## config.mk

```make
export PLATFORM = sky130hd
export DESIGN_NAME = restoring_divider
export DESIGN_NICKNAME = d
export VERILOG_FILES = /design/src/rtl/rdiv_pkg.sv /design/src/rtl/rdiv_operand_prep.sv /design/src/rtl/rdiv_restore_step.sv /design/src/rtl/rdiv_result_fix.sv /design/src/rtl/restoring_divider.sv
export SDC_FILE = /design/constraint.sdc
export NUM_CORES = 1
export LEC_CHECK = 0
export ABC_AREA = 1
export CORE_MARGIN = 5
export CORE_UTILIZATION = 45
export CTS_CLUSTER_DIAMETER = 80
export DETAILED_ROUTE_END_ITERATION = 7
export PLACE_DENSITY = 0.67
export SETUP_SLACK_MARGIN = 0.02
export SLEW_MARGIN = 5
export SYNTH_ARGS = -nofsm -noshare
export SYNTH_HDL_FRONTEND = slang
export SYNTH_SLANG_ARGS = --single-unit
```

## constraint.sdc

```tcl
create_clock -name clk -period 3.45 [get_ports clk]
set_input_delay 0.345 -clock clk [delete_from_list [all_inputs] [get_ports clk]]
set_output_delay 0.345 -clock clk [all_outputs]
set_load 0.01 [all_outputs]
```

## src/rtl/rdiv_pkg.sv

```systemverilog
package rdiv_pkg;
  typedef enum logic {
    ST_IDLE = 1'b0,
    ST_RUN  = 1'b1
  } rdiv_state_e;
endpackage

```

## src/rtl/rdiv_operand_prep.sv

```systemverilog
// Turns raw operands into magnitudes plus sign flags for signed mode.
module rdiv_operand_prep #(
  parameter int WIDTH = 32
) (
  input  logic             signed_i,
  input  logic [WIDTH-1:0] dividend_i,
  input  logic [WIDTH-1:0] divisor_i,
  output logic [WIDTH-1:0] mag_dividend_o,
  output logic [WIDTH-1:0] mag_divisor_o,
  output logic             neg_dividend_o,
  output logic             neg_divisor_o
);
  always_comb begin
    neg_dividend_o = signed_i & dividend_i[WIDTH-1];
    neg_divisor_o  = signed_i & divisor_i[WIDTH-1];
    mag_dividend_o = neg_dividend_o ? (~dividend_i + 1'b1) : dividend_i;
    mag_divisor_o  = neg_divisor_o  ? (~divisor_i  + 1'b1) : divisor_i;
  end
endmodule

```

## src/rtl/rdiv_restore_step.sv

```systemverilog
// One restoring iteration: shift, trial subtract, keep or restore.
module rdiv_restore_step #(
  parameter int WIDTH = 32
) (
  input  logic [WIDTH:0]   rem_i,
  input  logic [WIDTH-1:0] quo_i,
  input  logic [WIDTH:0]   dvs_i,
  output logic [WIDTH:0]   rem_o,
  output logic [WIDTH-1:0] quo_o
);
  logic [WIDTH:0] shifted;
  logic [WIDTH:0] trial;

  always_comb begin
    shifted = {rem_i[WIDTH-1:0], quo_i[WIDTH-1]};
    trial   = shifted - dvs_i;
    if (trial[WIDTH]) begin
      rem_o = shifted;
      quo_o = {quo_i[WIDTH-2:0], 1'b0};
    end else begin
      rem_o = trial;
      quo_o = {quo_i[WIDTH-2:0], 1'b1};
    end
  end
endmodule

```

## src/rtl/rdiv_result_fix.sv

```systemverilog
// Applies the recorded signs to the unsigned quotient and remainder.
module rdiv_result_fix #(
  parameter int WIDTH = 32
) (
  input  logic [WIDTH-1:0] quo_i,
  input  logic [WIDTH-1:0] rem_i,
  input  logic             quo_neg_i,
  input  logic             rem_neg_i,
  output logic [WIDTH-1:0] quo_o,
  output logic [WIDTH-1:0] rem_o
);
  always_comb begin
    quo_o = quo_neg_i ? (~quo_i + 1'b1) : quo_i;
    rem_o = rem_neg_i ? (~rem_i + 1'b1) : rem_i;
  end
endmodule

```

## src/rtl/restoring_divider.sv

```systemverilog
module restoring_divider #(
  parameter int WIDTH = 32
) (
  input  logic             clk,
  input  logic             rst_n,
  input  logic             start_i,
  input  logic             signed_i,
  input  logic [WIDTH-1:0] dividend_i,
  input  logic [WIDTH-1:0] divisor_i,
  output logic             busy_o,
  output logic             done_o,
  output logic             div_zero_o,
  output logic [WIDTH-1:0] quotient_o,
  output logic [WIDTH-1:0] remainder_o
);
  import rdiv_pkg::*;

  localparam int CW = $clog2(WIDTH + 1);

  rdiv_state_e    state_q, state_d;
  logic [WIDTH:0]   rem_q, rem_d, rem_step;
  logic [WIDTH-1:0] quo_q, quo_d, quo_step;
  logic [WIDTH:0]   dvs_q, dvs_d;
  logic [CW-1:0]    cnt_q, cnt_d;
  logic             done_q, done_d;
  logic             dz_q, dz_d;
  logic             qneg_q, qneg_d, rneg_q, rneg_d;
  logic             dp_en;

  logic [WIDTH-1:0] mag_a, mag_b;
  logic             neg_a, neg_b;

  rdiv_operand_prep #(.WIDTH(WIDTH)) prep_i (
    .signed_i       (signed_i),
    .dividend_i     (dividend_i),
    .divisor_i      (divisor_i),
    .mag_dividend_o (mag_a),
    .mag_divisor_o  (mag_b),
    .neg_dividend_o (neg_a),
    .neg_divisor_o  (neg_b)
  );

  rdiv_restore_step #(.WIDTH(WIDTH)) step_i (
    .rem_i (rem_q),
    .quo_i (quo_q),
    .dvs_i (dvs_q),
    .rem_o (rem_step),
    .quo_o (quo_step)
  );

  rdiv_result_fix #(.WIDTH(WIDTH)) fix_i (
    .quo_i     (quo_q),
    .rem_i     (rem_q[WIDTH-1:0]),
    .quo_neg_i (qneg_q),
    .rem_neg_i (rneg_q),
    .quo_o     (quotient_o),
    .rem_o     (remainder_o)
  );

  // Next-state logic
  always_comb begin
    state_d = state_q;
    rem_d   = rem_q;
    quo_d   = quo_q;
    dvs_d   = dvs_q;
    cnt_d   = cnt_q;
    dz_d    = dz_q;
    qneg_d  = qneg_q;
    rneg_d  = rneg_q;
    done_d  = 1'b0;
    dp_en   = 1'b0;
    unique case (state_q)
      ST_IDLE: begin
        if (start_i) begin
          dp_en = 1'b1;
          if (divisor_i == '0) begin
            done_d = 1'b1;
            dz_d   = 1'b1;
            quo_d  = '1;
            rem_d  = {1'b0, dividend_i};
            qneg_d = 1'b0;
            rneg_d = 1'b0;
          end else begin
            state_d = ST_RUN;
            dz_d    = 1'b0;
            rem_d   = '0;
            quo_d   = mag_a;
            dvs_d   = {1'b0, mag_b};
            cnt_d   = CW'(WIDTH);
            qneg_d  = neg_a ^ neg_b;
            rneg_d  = neg_a;
          end
        end
      end
      ST_RUN: begin
        dp_en = 1'b1;
        rem_d = rem_step;
        quo_d = quo_step;
        cnt_d = cnt_q - 1'b1;
        if (cnt_q == CW'(1)) begin
          state_d = ST_IDLE;
          done_d  = 1'b1;
        end
      end
      default: state_d = ST_IDLE;
    endcase
  end

  // Control registers
  always_ff @(posedge clk or negedge rst_n) begin
    if (!rst_n) begin
      state_q <= ST_IDLE;
      done_q  <= 1'b0;
      dz_q    <= 1'b0;
      cnt_q   <= '0;
    end else begin
      state_q <= state_d;
      done_q  <= done_d;
      dz_q    <= dz_d;
      cnt_q   <= cnt_d;
    end
  end

  // Datapath registers, clock-enabled, no reset
  always_ff @(posedge clk) begin
    if (dp_en) begin
      rem_q  <= rem_d;
      quo_q  <= quo_d;
      dvs_q  <= dvs_d;
      qneg_q <= qneg_d;
      rneg_q <= rneg_d;
    end
  end

  assign busy_o     = (state_q == ST_RUN);
  assign done_o     = done_q;
  assign div_zero_o = dz_q;

  // Assertions
  p_done_pulse_r3: assert property (@(posedge clk) disable iff (!rst_n)
    done_o && !start_i |=> !done_o);
  p_busy_end_r3: assert property (@(posedge clk) disable iff (!rst_n)
    $fell(busy_o) |-> done_o && !div_zero_o);
  p_rem_below_r5: assert property (@(posedge clk) disable iff (!rst_n)
    busy_o |-> rem_q < dvs_q);
  p_dz_result_r9: assert property (@(posedge clk) disable iff (!rst_n)
    done_o && div_zero_o |-> quotient_o == '1);
  p_ignore_start_r10: assert property (@(posedge clk) disable iff (!rst_n)
    busy_o && start_i |=> $stable(dvs_q));
  p_hold_r11: assert property (@(posedge clk) disable iff (!rst_n)
    !busy_o && !start_i && !done_o |=> $stable(quotient_o) && $stable(remainder_o));
endmodule

```

==> out/qor.log, run 1 <==
INFO  outcome        outcome=complete, no violations
INFO  power          power_density_of_the_placed_cells=744mW/mm^2
INFO  timing         worst-slew-pin-transition=0.618ns
INFO  logic_synthesis synthDominantCellAreaShare=0.273
INFO  logic_synthesis synth.ff_latch_count=107
INFO  drt            drt_first_iter_violations=1,125
INFO  logic_synthesis netlist.top_cell.by_area=sky130_fd_sc_hd__edfxtp_1
INFO  final_layout   finish.net_count=1,931
INFO  timing         final.setup_skew=0.0133ns
INFO  timing         layout_worst_path_cycle_share=0.926
INFO  logic_synthesis asyncSetResetFlopFracSynth=0.0841
INFO  placed_design  io_buffer_count=134
INFO  cts            post_cts_hold_buffer_count=0
INFO  logic_synthesis synth_nets=1,801
INFO  placed_design  detailed_place.area=0.0125mm^2
INFO  floorplanning  floorplan.rows=56
INFO  drt            detail_route.first_pass.iterations=6
INFO  logic_synthesis yosys.cell_types.count=44
INFO  timing         max_freq=0.313GHz
INFO  timing         final_period_demand_of_the_worst_path=3.19ns
INFO  floorplanning  initial_core_util=0.458
INFO  drt            post_route_ant_nets=0
INFO  grt            global_route_wire_length_before_repair=57,600um
INFO  floorplanning  die_width=165um
INFO  timing         setup_total_negative_slack=0ns
INFO  timing         maxSlewHeadroom=0.587
INFO  power          power.ir.vdd_worst=0.445mV
INFO  cts            worst_setup_hold_path_clk_slew=0.08ns
INFO  grt            globalRoute.totalOverflow=0
INFO  setup_path     crit_buf_inv=3
INFO  drt            vias=11,200
INFO  logic_synthesis number_of_standard_cells_after_synthesis=1,694
INFO  final_layout   post_route_cells_drive_above_1_share=0.0377
INFO  grt            via_count_of_the_first_global_routing_pass=10,500
INFO  setup_path     crit_type=reg2out
INFO  floorplanning  standard_cell_core_area=0.0235mm^2
INFO  logic_synthesis synthesis.area=0.0108mm^2
INFO  grt            grt_start_max_net_pins=43
INFO  cts            cts_buffers=9
INFO  setup_path     critPathMaxStageDelay=0.56ns
INFO  timing         report.final.slew_viol_count=0
INFO  final_layout   final_design_area_no_fill=0.0128mm^2
INFO  final_layout   insertedDiodeCount=0
INFO  cts            tritoncts_num_sinks=107
INFO  cts            tritoncts=done
INFO  logic_synthesis synth.yosys.seq_area_share=0.294
INFO  timing         timing.final.ws_setup=0.255ns
INFO  cts            htreeDepth=3
INFO  drt            drt_via_density=5.20
INFO  setup_path     critical-path-top-delay-family=simple AND/OR/NAND/NOR gates
INFO  logic_synthesis ys_top_cells_by_area=sky130_fd_sc_hd__edfxtp_1 (27%), sky130_fd_sc_hd__nand2_1 (19%), sky130_fd_sc_hd__inv_1 (11%)
INFO  drt            finalWirelength=38,100um
INFO  setup_path     worst-endpoint-required=3.11ns
INFO  setup_path     critical-path-top-cell-by-count=sky130_fd_sc_hd__nand2_1
INFO  logic_synthesis number_of_enable_type_register_cells_in_the_synthesized_netlist=98
INFO  placed_design  final_wtd_congestion=1.03
INFO  cts            clock-root-buffer=sky130_fd_sc_hd__clkbuf_16
INFO  setup_path     worst-endpoint-arrival=2.85ns
INFO  final_layout   layout-area-overhead-vs-synth=19.0%
INFO  setup_path     critical_path.endpoint_type=primary output
INFO  setup_path     cp-start-kind=register
INFO  hold_path      worstHoldPathType=in2async
INFO  setup_path     path_max_fanout=4
INFO  logic_synthesis yosys_warnings=0
INFO  logic_synthesis yosys_most_used_dff=sky130_fd_sc_hd__edfxtp_1
INFO  drt            drt-wirelength-per-cell=17.7um
INFO  cts            post_cts.resized_instances=0
INFO  power          leakagePower=6.45nW
INFO  setup_path     cp_slowest_cell=sky130_fd_sc_hd__clkdlybuf4s50_1
INFO  timing         setup_viol=0
INFO  floorplanning  die_area=0.0272mm^2
INFO  floorplanning  pin_count=135
INFO  placed_design  detailedPlacementHpwl=31,800um
INFO  logic_synthesis syn_area_per_cell=6.37um^2
INFO  job            cap_violations=0
INFO  drt            drc=0
INFO  cts            clock_path_buffers=2
INFO  placed_design  detailedPlace.worstSlack=0.547ns
INFO  floorplanning  height_of_the_chip=165um
INFO  timing         finalHoldViolCount=0
INFO  timing         finalHoldWorstSlack=0.271ns
INFO  grt            antenna_violations_before_repair=1
INFO  timing         rsz0062_at_grt=no
INFO  setup_path     timing.critical_path.cells=inv_2, ha_1, nand3_1, nor2_1, nand2_1, nor3_4, buf_4, nand4_1, nor2_1, nand2_1, nand2_1, nand2_1, o21ai_0, clkdlybuf4s50_1
INFO  cts            clk_latency=0.36ns
INFO  grt            grt_util_all_layers=0.278
INFO  cts            postCtsSetupRepairBufs=0
## worst register-to-register path: cells and delay by family (launching register included)
family                     cells  cell delay, ns
and+or+nand+nor               11            1.15
adders and majority gates      2            0.68
buffers and inverters          2            0.47
DFF                            1            0.45
## cells in the final DEF, fill, tap and decap left out, types with 2 or more instances in the layout
cell type,instances
sky130_fd_sc_hd__xnor2_1,28
sky130_fd_sc_hd__clkinv_8,2
sky130_fd_sc_hd__a31oi_1,2
sky130_fd_sc_hd__o21ai_0,59
sky130_fd_sc_hd__a22oi_1,12
sky130_fd_sc_hd__nor4_1,8
sky130_fd_sc_hd__nor2_1,159
sky130_fd_sc_hd__clkinv_1,4
sky130_fd_sc_hd__nand3_1,141
sky130_fd_sc_hd__nor3_2,2
sky130_fd_sc_hd__clkbuf_16,9
sky130_fd_sc_hd__o22ai_1,7
sky130_fd_sc_hd__buf_4,20
sky130_fd_sc_hd__and2_1,6
sky130_fd_sc_hd__nand2_2,8
sky130_fd_sc_hd__o211ai_1,3
sky130_fd_sc_hd__nand2_1,538
sky130_fd_sc_hd__o22a_1,2
sky130_fd_sc_hd__a21oi_1,35
sky130_fd_sc_hd__nor2_2,10
sky130_fd_sc_hd__or2_2,2
sky130_fd_sc_hd__edfxtp_1,98
sky130_fd_sc_hd__nor3_1,21
sky130_fd_sc_hd__inv_2,3
sky130_fd_sc_hd__dfrtp_1,8
sky130_fd_sc_hd__nand4_1,26
sky130_fd_sc_hd__inv_1,323
sky130_fd_sc_hd__clkdlybuf4s50_1,134
sky130_fd_sc_hd__ha_1,38
sky130_fd_sc_hd__nand2_4,2
sky130_fd_sc_hd__nand3b_1,5
sky130_fd_sc_hd__xor2_1,95
sky130_fd_sc_hd__inv_6,2
## path summary, 6_finish.rpt
check,from,end,slack (ns),cells after the start
setup reg to reg,dvs_q[0],rem_q[19],0.49,15
max in group asynchronous,rst_n,busy_o,2.87,1
setup / recovery,rem_q[0],remainder_o[28],0.26,14
hold reg to reg,cnt_q[0],cnt_q[0],0.54,1
hold / removal,rst_n,cnt_q[0],0.27,1
min in group clk,cnt_q[0],cnt_q[0],0.54,1
## synth_stat cells, types with 16 or more instances
library cell,instances
sky130_fd_sc_hd__a21oi_1,35
sky130_fd_sc_hd__clkbuf_1,16
sky130_fd_sc_hd__edfxtp_1,98
sky130_fd_sc_hd__ha_1,38
sky130_fd_sc_hd__inv_1,324
sky130_fd_sc_hd__nand2_1,539
sky130_fd_sc_hd__nand3_1,141
sky130_fd_sc_hd__nand4_1,26
sky130_fd_sc_hd__nor2_1,161
sky130_fd_sc_hd__nor3_1,21
sky130_fd_sc_hd__o21ai_0,59
sky130_fd_sc_hd__xnor2_1,28
sky130_fd_sc_hd__xor2_1,95
## where the power goes
part	internal (mW)	switching, mW
Sequential	2.02	0.548
Clock	0.582	0.511
Combinational	2.28	3.61
## sequential cells by signal, summed over array words and instances, names as in the netlist
name and cells:
div_zero_o 1, cnt_q 6, busy_o 1, qneg_q 1, quo_q 32, done_o 1, dvs_q 32, rem_q 32
rneg_q 1
## metrics by stage
| step | power [mW] | cells | utilization |
|---|---|---|---|
| after CTS | 9.53 | 2148 | 0.545 |
| after global routing | 10.3 | 2148 | 0.545 |
| after detailed placement | 8.41 | 2132 | 0.531 |
| after global placement | 8.37 | 2132 | 0.531 |
| after floorplan | 6.12 | 1694 | - |
| final | 9.56 | 2148 | 0.545 |
## logic make-up (layout without fill, tap and decap cells)
logic type | count (synthesis) | count (layout) | synth area share
compound gates | 127 | 127 | 0.0656
simple gates | 933 | 933 | 0.363
buf+inv | 365 | 500 | 0.132
xor+xnor | 123 | 123 | 0.0998
fa+ha+maj | 39 | 39 | 0.0459
flops | 107 | 107 | 0.294
## metal layers
metal  wire (um)  GRT usage
met4        1240     0.0911
met1       16500      0.375
met5           0          0
met2       16700      0.428
met3        3680     0.0804
## layout make-up
class,instances,area [um^2]
fill,2432,10700
multi-input combinational,1222,6220
sequential,107,3170
timing repair buffer,154,1490
inverter,330,1240
tap,319,399
clock buffer,9,225
clock inverter,7,96.3
Note: power is estimated with default switching activity, not from simulation.
==> run 2: changes to the inputs <==
--- a/config.mk
+++ b/config.mk
@@ -10,7 +10,7 @@
 export CORE_UTILIZATION = 45
 export CTS_CLUSTER_DIAMETER = 80
 export DETAILED_ROUTE_END_ITERATION = 7
-export PLACE_DENSITY = 0.67
+export PLACE_DENSITY_LB_ADDON = 0.08
 export SETUP_SLACK_MARGIN = 0.02
 export SLEW_MARGIN = 5
 export SYNTH_ARGS = -nofsm -noshare
==> run 2 against run 1 <==
  * Global-route usage grew 0.24 points
  * Critical endpoint is now remainder_o[29]
  * Clock skew rose by 0.0017 ns
  * Largest cell class unchanged
  * Die area unchanged
  * Critical path depth fell by 6
  * Sequential share of layout area about the same
  * Critical path type unchanged
==> out/qor.log, run 2 (synthesized netlist as in run 1, its figures left out) <==
INFO  final_layout   layout-area-overhead-vs-synth=19.1%
INFO  final_layout   final_cells=2,149
INFO  floorplanning  initial_core_util=0.458
INFO  cts            tritoncts_num_sinks=107
INFO  power          leakagePower=6.46nW
INFO  power          pwr-share-comb=0.618
INFO  final_layout   num-fill-cells=2,512
INFO  setup_path     worst-endpoint-required=3.11ns
INFO  timing         worst-slew-pin-transition=0.616ns
INFO  grt            globalRoute.totalOverflow=0
INFO  cts            post_cts_hold_buffer_count=0
INFO  cts            tritoncts=done
INFO  cts            worst_setup_hold_path_clk_slew=0.09ns
INFO  setup_path     cp_slowest_cell=sky130_fd_sc_hd__clkdlybuf4s50_1
INFO  drt            drt_first_iter_violations=1,069
INFO  cts            cts_buffers=9
INFO  power          switchingPower=4.65mW
INFO  setup_path     path_max_fanout=4
INFO  cts            clock_path_buffers=2
INFO  final_layout   post_route_cells_drive_above_1_share=0.0377
INFO  final_layout   multi_input_gate_area_in_the_final_layout=0.00621mm^2
INFO  grt            grt_start_max_net_pins=43
INFO  final_layout   reg.largest.list=dvs_q: 32 flops, quo_q: 32 flops, rem_q: 32 flops
INFO  setup_path     crit_type=reg2out
INFO  grt            grt_util_all_layers=0.280
INFO  grt            antenna_violations_before_repair=0
INFO  floorplanning  die_area=0.0272mm^2
INFO  drt            finalWirelength=38,300um
INFO  final_layout   layout_common_cells=sky130_fd_sc_hd__nand2_1 (538), sky130_fd_sc_hd__inv_1 (323), sky130_fd_sc_hd__nor2_1 (159)
INFO  timing         maxSlewHeadroom=0.589
INFO  power          power_report.internal_total=4.97mW
INFO  cts            clock-root-buffer=sky130_fd_sc_hd__clkbuf_16
INFO  setup_path     crit_buf_inv=1
INFO  timing         final.setup_skew=0.0150ns
INFO  floorplanning  die_width=165um
INFO  final_layout   area.sequential=0.00317mm^2
INFO  drt            drt_via_density=5.18
INFO  drt            drc=0
INFO  setup_path     critical_path.endpoint_type=primary output
INFO  power          clock_power_share=0.118
INFO  timing         rsz0062_at_grt=no
INFO  placed_design  io_buffer_count=134
INFO  grt            global_route_wire_length_before_repair=57,500um
INFO  setup_path     timing.critical_path.cells=nor2_1, nand3_1, nor2_1, nand2_1, o31ai_1, o21ai_0, xor2_1, clkdlybuf4s50_1
INFO  final_layout   most_common_cell_after_layout_fill_and_taps_aside=sky130_fd_sc_hd__nand2_1
INFO  timing         report.final.slew_viol_count=0
INFO  drt            drt-wirelength-per-cell=17.8um
INFO  outcome        outcome=complete, no violations
INFO  final_layout   finish.net_count=1,932
INFO  power          design_power_total=9.62mW
INFO  timing         setup_total_negative_slack=0ns
INFO  drt            vias=11,100
INFO  power          power_density_of_the_placed_cells=749mW/mm^2
INFO  job            cap_violations=0
INFO  floorplanning  standard_cell_core_area=0.0235mm^2
INFO  setup_path     critPathMaxStageDelay=0.56ns
INFO  setup_path     worst-endpoint-arrival=2.94ns
INFO  placed_design  detailedPlacementHpwl=31,400um
INFO  timing         setup_viol=0
INFO  floorplanning  pin_count=135
INFO  timing         finalHoldViolCount=0
INFO  cts            htreeDepth=3
INFO  placed_design  detailedPlace.worstSlack=0.550ns
INFO  floorplanning  height_of_the_chip=165um
INFO  timing         final_period_demand_of_the_worst_path=3.29ns
INFO  final_layout   insertedDiodeCount=0
INFO  setup_path     r2r_setup_slack=0.53ns
INFO  placed_design  final_wtd_congestion=0.987
INFO  setup_path     cp-start-kind=register
INFO  grt            via_count_of_the_first_global_routing_pass=10,100
INFO  timing         timing.final.ws_setup=0.161ns
INFO  timing         layout_worst_path_cycle_share=0.953
INFO  power          pwr-share-seq=0.264
INFO  power          power_switching_share=0.483
INFO  cts            clk_latency=0.36ns
INFO  drt            post_route_ant_nets=0
INFO  setup_path     critical-path-top-delay-family=compound AO/OA/AOI/OAI gates
INFO  placed_design  dp.cells=2,132
INFO  timing         finalHoldWorstSlack=0.275ns
INFO  floorplanning  floorplan.rows=56
INFO  drt            detail_route.first_pass.iterations=5
INFO  power          power.ir.vdd_worst=0.325mV
INFO  hold_path      worstHoldPathType=in2async
INFO  timing         max_freq=0.304GHz
INFO  setup_path     critical-path-top-cell-by-count=sky130_fd_sc_hd__nor2_1
run 2: cell types whose count changed in the layout (fill, tap and decap cells not counted), sizes merged:
cell,previous run,this run
buf,20,21
clkinvlp,1,0
clkbuf,9,10
run 2: metrics by stage:
| stage | utilization | area [um^2] |
|---|---|---|
| 6_report | 0.546 | 12900 |
| 3_3_place_gp | 0.532 | 12500 |
| 2_1_floorplan | - | 10800 |
| 4_1_cts | 0.545 | 12800 |
| 3_5_place_dp | 0.532 | 12500 |
| 5_1_grt | 0.546 | 12900 |
run 2: repair_timing:
| item | in CTS | in global routing |
|---|---|---|
| setup buffers | 0 | 1 |
| endpoints found under the setup margin | 0 | 8 |
| resized for setup | 0 | 3 |
run 2: layer usage:
layer	wire length [um]	track usage	vias to the layer above
met4	959	0.0741	0
met1	18000	0.411	5103
met2	16600	0.427	405
met3	2680	0.0477	59
li1	-	-	5560
met5	0	0	-
run 2: final cells by class:
| class | count | share of cell area |
|---|---|---|
| Clock inverter | 6 | 0.00643 |
| Clock buffer | 10 | 0.0186 |
| Multi-Input combinational cell | 1222 | 0.483 |
| Sequential cell | 107 | 0.247 |
| Inverter | 330 | 0.0964 |
| Timing Repair Buffer | 155 | 0.118 |
| Tap cell | 319 | 0.0311 |
run 2: worst paths after layout:
check                           from              end  cells after the start
min reg2reg                 cnt_q[1]         cnt_q[1]                      2
max reg2reg                quo_q[31]         quo_q[0]                     18
min                            rst_n         cnt_q[0]                      1
min in group clk            cnt_q[1]         cnt_q[1]                      2
max                         rem_q[6]  remainder_o[29]                      8
max in group asynchronous      rst_n           busy_o                      1
run 2: power by group through the flow:
stage	Combinational [mW]	Clock, mW	Sequential [mW]
after floorplan	3.80	0	2.32
after global placement	5.80	0	2.57
after detailed placement	5.86	0	2.56
after CTS	5.89	1.15	2.54
after global routing	6.63	1.20	2.58
final	5.94	1.14	2.54
run 2: worst register-to-register path, cell delays in order, from the launching register on:
cell,delay [ns]
sky130_fd_sc_hd__edfxtp_1,0.35
sky130_fd_sc_hd__inv_1,0.10
sky130_fd_sc_hd__ha_1,0.24
sky130_fd_sc_hd__fa_1,0.42
sky130_fd_sc_hd__inv_1,0.10
sky130_fd_sc_hd__nand2_1,0.05
sky130_fd_sc_hd__nand2_1,0.08
sky130_fd_sc_hd__nand3_1,0.08
sky130_fd_sc_hd__nand2_2,0.14
sky130_fd_sc_hd__nand2_1,0.08
sky130_fd_sc_hd__nand2_2,0.08
sky130_fd_sc_hd__nand2_2,0.07
sky130_fd_sc_hd__nand2_2,0.08
sky130_fd_sc_hd__nand2_4,0.06
sky130_fd_sc_hd__nand2_4,0.18
sky130_fd_sc_hd__buf_12,0.18
sky130_fd_sc_hd__nor2_1,0.05
sky130_fd_sc_hd__a21oi_1,0.25
sky130_fd_sc_hd__buf_4,0.20
==> run 3: changes to the inputs <==
--- a/config.mk
+++ b/config.mk
@@ -6,6 +6,7 @@
 export NUM_CORES = 1
 export LEC_CHECK = 0
 export ABC_AREA = 1
+export CAP_MARGIN = 15
 export CORE_MARGIN = 5
 export CORE_UTILIZATION = 45
 export CTS_CLUSTER_DIAMETER = 80
==> constraint.sdc (replaced) <==
create_clock -name clk -period 2.8 [get_ports clk]
set_input_delay 0.28 -clock clk [delete_from_list [all_inputs] [get_ports clk]]
set_output_delay 0.28 -clock clk [all_outputs]
set_load 0.01 [all_outputs]
==> run 3 against run 2 <==
  * Clock skew rose by 0.0043 ns
  * Highest routed layer unchanged
  * Via count rose by 3.8%
  * Register-to-register slack got worse by 0.37 ns
  * Total power is 28% higher
  * Wire length rose by 5.0%
  * Die area is the same
==> out/qor.log, run 3 (synthesized netlist as in run 1, its figures left out) <==
INFO  placed_design  detailedPlace.worstSlack=-0.0197ns
INFO  placed_design  dp.cells=2,184
INFO  power          power_density_of_the_placed_cells=902mW/mm^2
INFO  drt            vias=11,600
INFO  cts            clock-root-buffer=sky130_fd_sc_hd__clkbuf_16
INFO  final_layout   multi_input_gate_area_in_the_final_layout=0.00641mm^2
INFO  final_layout   post_route_cells_drive_above_1_share=0.102
INFO  grt            via_count_of_the_first_global_routing_pass=10,600
INFO  cts            htreeDepth=3
INFO  final_layout   insertedDiodeCount=0
INFO  placed_design  io_buffer_count=134
INFO  hold_path      worstHoldPathType=in2async
INFO  timing         report.final.slew_viol_count=0
INFO  setup_path     cp-start-kind=register
INFO  floorplanning  initial_core_util=0.458
INFO  power          leakagePower=6.96nW
INFO  floorplanning  height_of_the_chip=165um
INFO  setup_path     path_max_fanout=4
INFO  final_layout   most_common_cell_after_layout_fill_and_taps_aside=sky130_fd_sc_hd__nand2_1
INFO  setup_path     crit_type=reg2out
INFO  timing         layout_worst_path_cycle_share=0.985
INFO  cts            clock_path_buffers=2
INFO  timing         max_freq=0.363GHz
INFO  timing         rsz0062_at_grt=yes
INFO  setup_path     worst-endpoint-required=2.52ns
INFO  setup_path     critical_path.endpoint_type=primary output
INFO  floorplanning  floorplan.rows=56
INFO  setup_path     cp_slowest_cell=sky130_fd_sc_hd__clkdlybuf4s50_1
INFO  timing         timing.final.ws_setup=0.0421ns
INFO  drt            drt-wirelength-per-cell=18.1um
INFO  drt            drt_first_iter_violations=1,321
INFO  drt            drt_via_density=5.19
INFO  drt            drc=0
INFO  final_layout   num-fill-cells=2,425
INFO  drt            post_route_ant_nets=0
INFO  grt            grt_start_max_net_pins=44
INFO  cts            tritoncts_num_sinks=107
INFO  floorplanning  standard_cell_core_area=0.0235mm^2
INFO  timing         finalHoldWorstSlack=0.194ns
INFO  outcome        outcome=complete, no violations
INFO  setup_path     worst-endpoint-arrival=2.48ns
INFO  floorplanning  die_area=0.0272mm^2
INFO  grt            antenna_violations_before_repair=0
INFO  cts            post_cts_hold_buffer_count=0
INFO  final_layout   finish.net_count=2,010
INFO  timing         setup_viol=0
INFO  job            cap_violations=0
INFO  final_layout   final_cells=2,227
INFO  drt            finalWirelength=40,200um
INFO  placed_design  final_wtd_congestion=1.06
INFO  cts            tritoncts=done
INFO  timing         worst-slew-pin-transition=0.617ns
INFO  grt            global_route_wire_length_before_repair=60,100um
INFO  final_layout   layout-area-overhead-vs-synth=26.2%
INFO  cts            worst_setup_hold_path_clk_slew=0.09ns
INFO  final_layout   reg.largest.list=dvs_q: 32 flops, quo_q: 32 flops, rem_q: 32 flops
INFO  grt            globalRoute.totalOverflow=0
INFO  cts            cts_buffers=9
INFO  timing         final.setup_skew=0.0193ns
INFO  power          power.ir.vdd_worst=0.500mV
INFO  timing         maxSlewHeadroom=0.588
INFO  timing         finalHoldViolCount=0
INFO  drt            detail_route.first_pass.iterations=5
INFO  final_layout   area.sequential=0.00317mm^2
INFO  setup_path     critPathMaxStageDelay=0.61ns
INFO  timing         final_period_demand_of_the_worst_path=2.76ns
INFO  final_layout   layout_common_cells=sky130_fd_sc_hd__nand2_1 (535), sky130_fd_sc_hd__inv_1 (320), sky130_fd_sc_hd__nor2_1 (152)
INFO  placed_design  detailedPlacementHpwl=32,900um
INFO  cts            clk_latency=0.37ns
INFO  setup_path     timing.critical_path.cells=inv_1, nand3_1, nor3_2, buf_4, a21oi_1, xor2_1, clkdlybuf4s50_1
INFO  grt            grt_util_all_layers=0.291
INFO  floorplanning  pin_count=135
INFO  floorplanning  die_width=165um
run 3: cell types whose count changed in the layout (fill, tap and decap cells not counted), moves of 7 or more:
cell	before	now
sky130_fd_sc_hd__buf_4	20	90
sky130_fd_sc_hd__clkdlybuf4s50_1	134	90
sky130_fd_sc_hd__dlygate4sd2_1	0	22
sky130_fd_sc_hd__clkbuf_2	0	9
sky130_fd_sc_hd__o21ai_0	59	51
sky130_fd_sc_hd__dlymetal6s2s_1	0	7
sky130_fd_sc_hd__nor2_1	159	152
run 3: power by group:
group | switching, mW | internal, mW
Sequential | 0.573 | 2.49
Clock | 0.687 | 0.628
Combinational | 4.74 | 3.15
run 3: what timing repair did:
item | 4_1_cts | 5_1_grt
resized for setup | 70 | 69
setup endpoints to repair | 39 | 71
buffers inserted | 11 | 16
pin swaps | 12 | 13
run 3: routing by layer:
metal  wire length [um]  track usage
met2              17800        0.452
met3               3170       0.0357
met1              18600        0.435
met5                  0            0
met4                718       0.0605
run 3: critical path, delay by kind of cell (launching register included):
kind | cells | cell delay, ns
AO/OA/AOI/OAI | 1 | 0.08
flip-flops | 1 | 0.42
XOR/XNOR | 1 | 0.30
buffers and inverters | 3 | 0.99
AND/OR/NAND/NOR | 2 | 0.31
run 3: worst paths after layout:
kind / start / slack (ns) / endpoint / cells after the start
max: rem_q[2] / 0.04 / remainder_o[7] / 7
max in group asynchronous: rst_n / 2.30 / busy_o / 1
min in group clk: cnt_q[1] / 0.52 / cnt_q[1] / 2
min: rst_n / 0.19 / cnt_q[2] / 1
min reg2reg: cnt_q[1] / 0.52 / cnt_q[1] / 2
max reg2reg: rem_q[14] / 0.16 / quo_q[0] / 14
run 3: stage by stage:
stage	cell area [um^2]	TNS, ns	total power, mW	utilization
6_report	13600	0	12.3	0.578
5_1_grt	13600	-0.103	13.2	0.578
4_1_cts	13400	0	12.0	0.568
3_5_place_dp	13000	-0.0197	10.7	0.551
3_3_place_gp	13000	-0.0111	10.7	0.551
2_1_floorplan	10800	0	7.55	-
run 3: area by class of cell:
type	instances	share of cell area
Multi-Input combinational cell	1222	0.471
Clock inverter	7	0.00505
Sequential cell	107	0.233
Timing Repair Buffer	233	0.154
Inverter	330	0.0912
Clock buffer	9	0.0165
Tap cell	319	0.0293
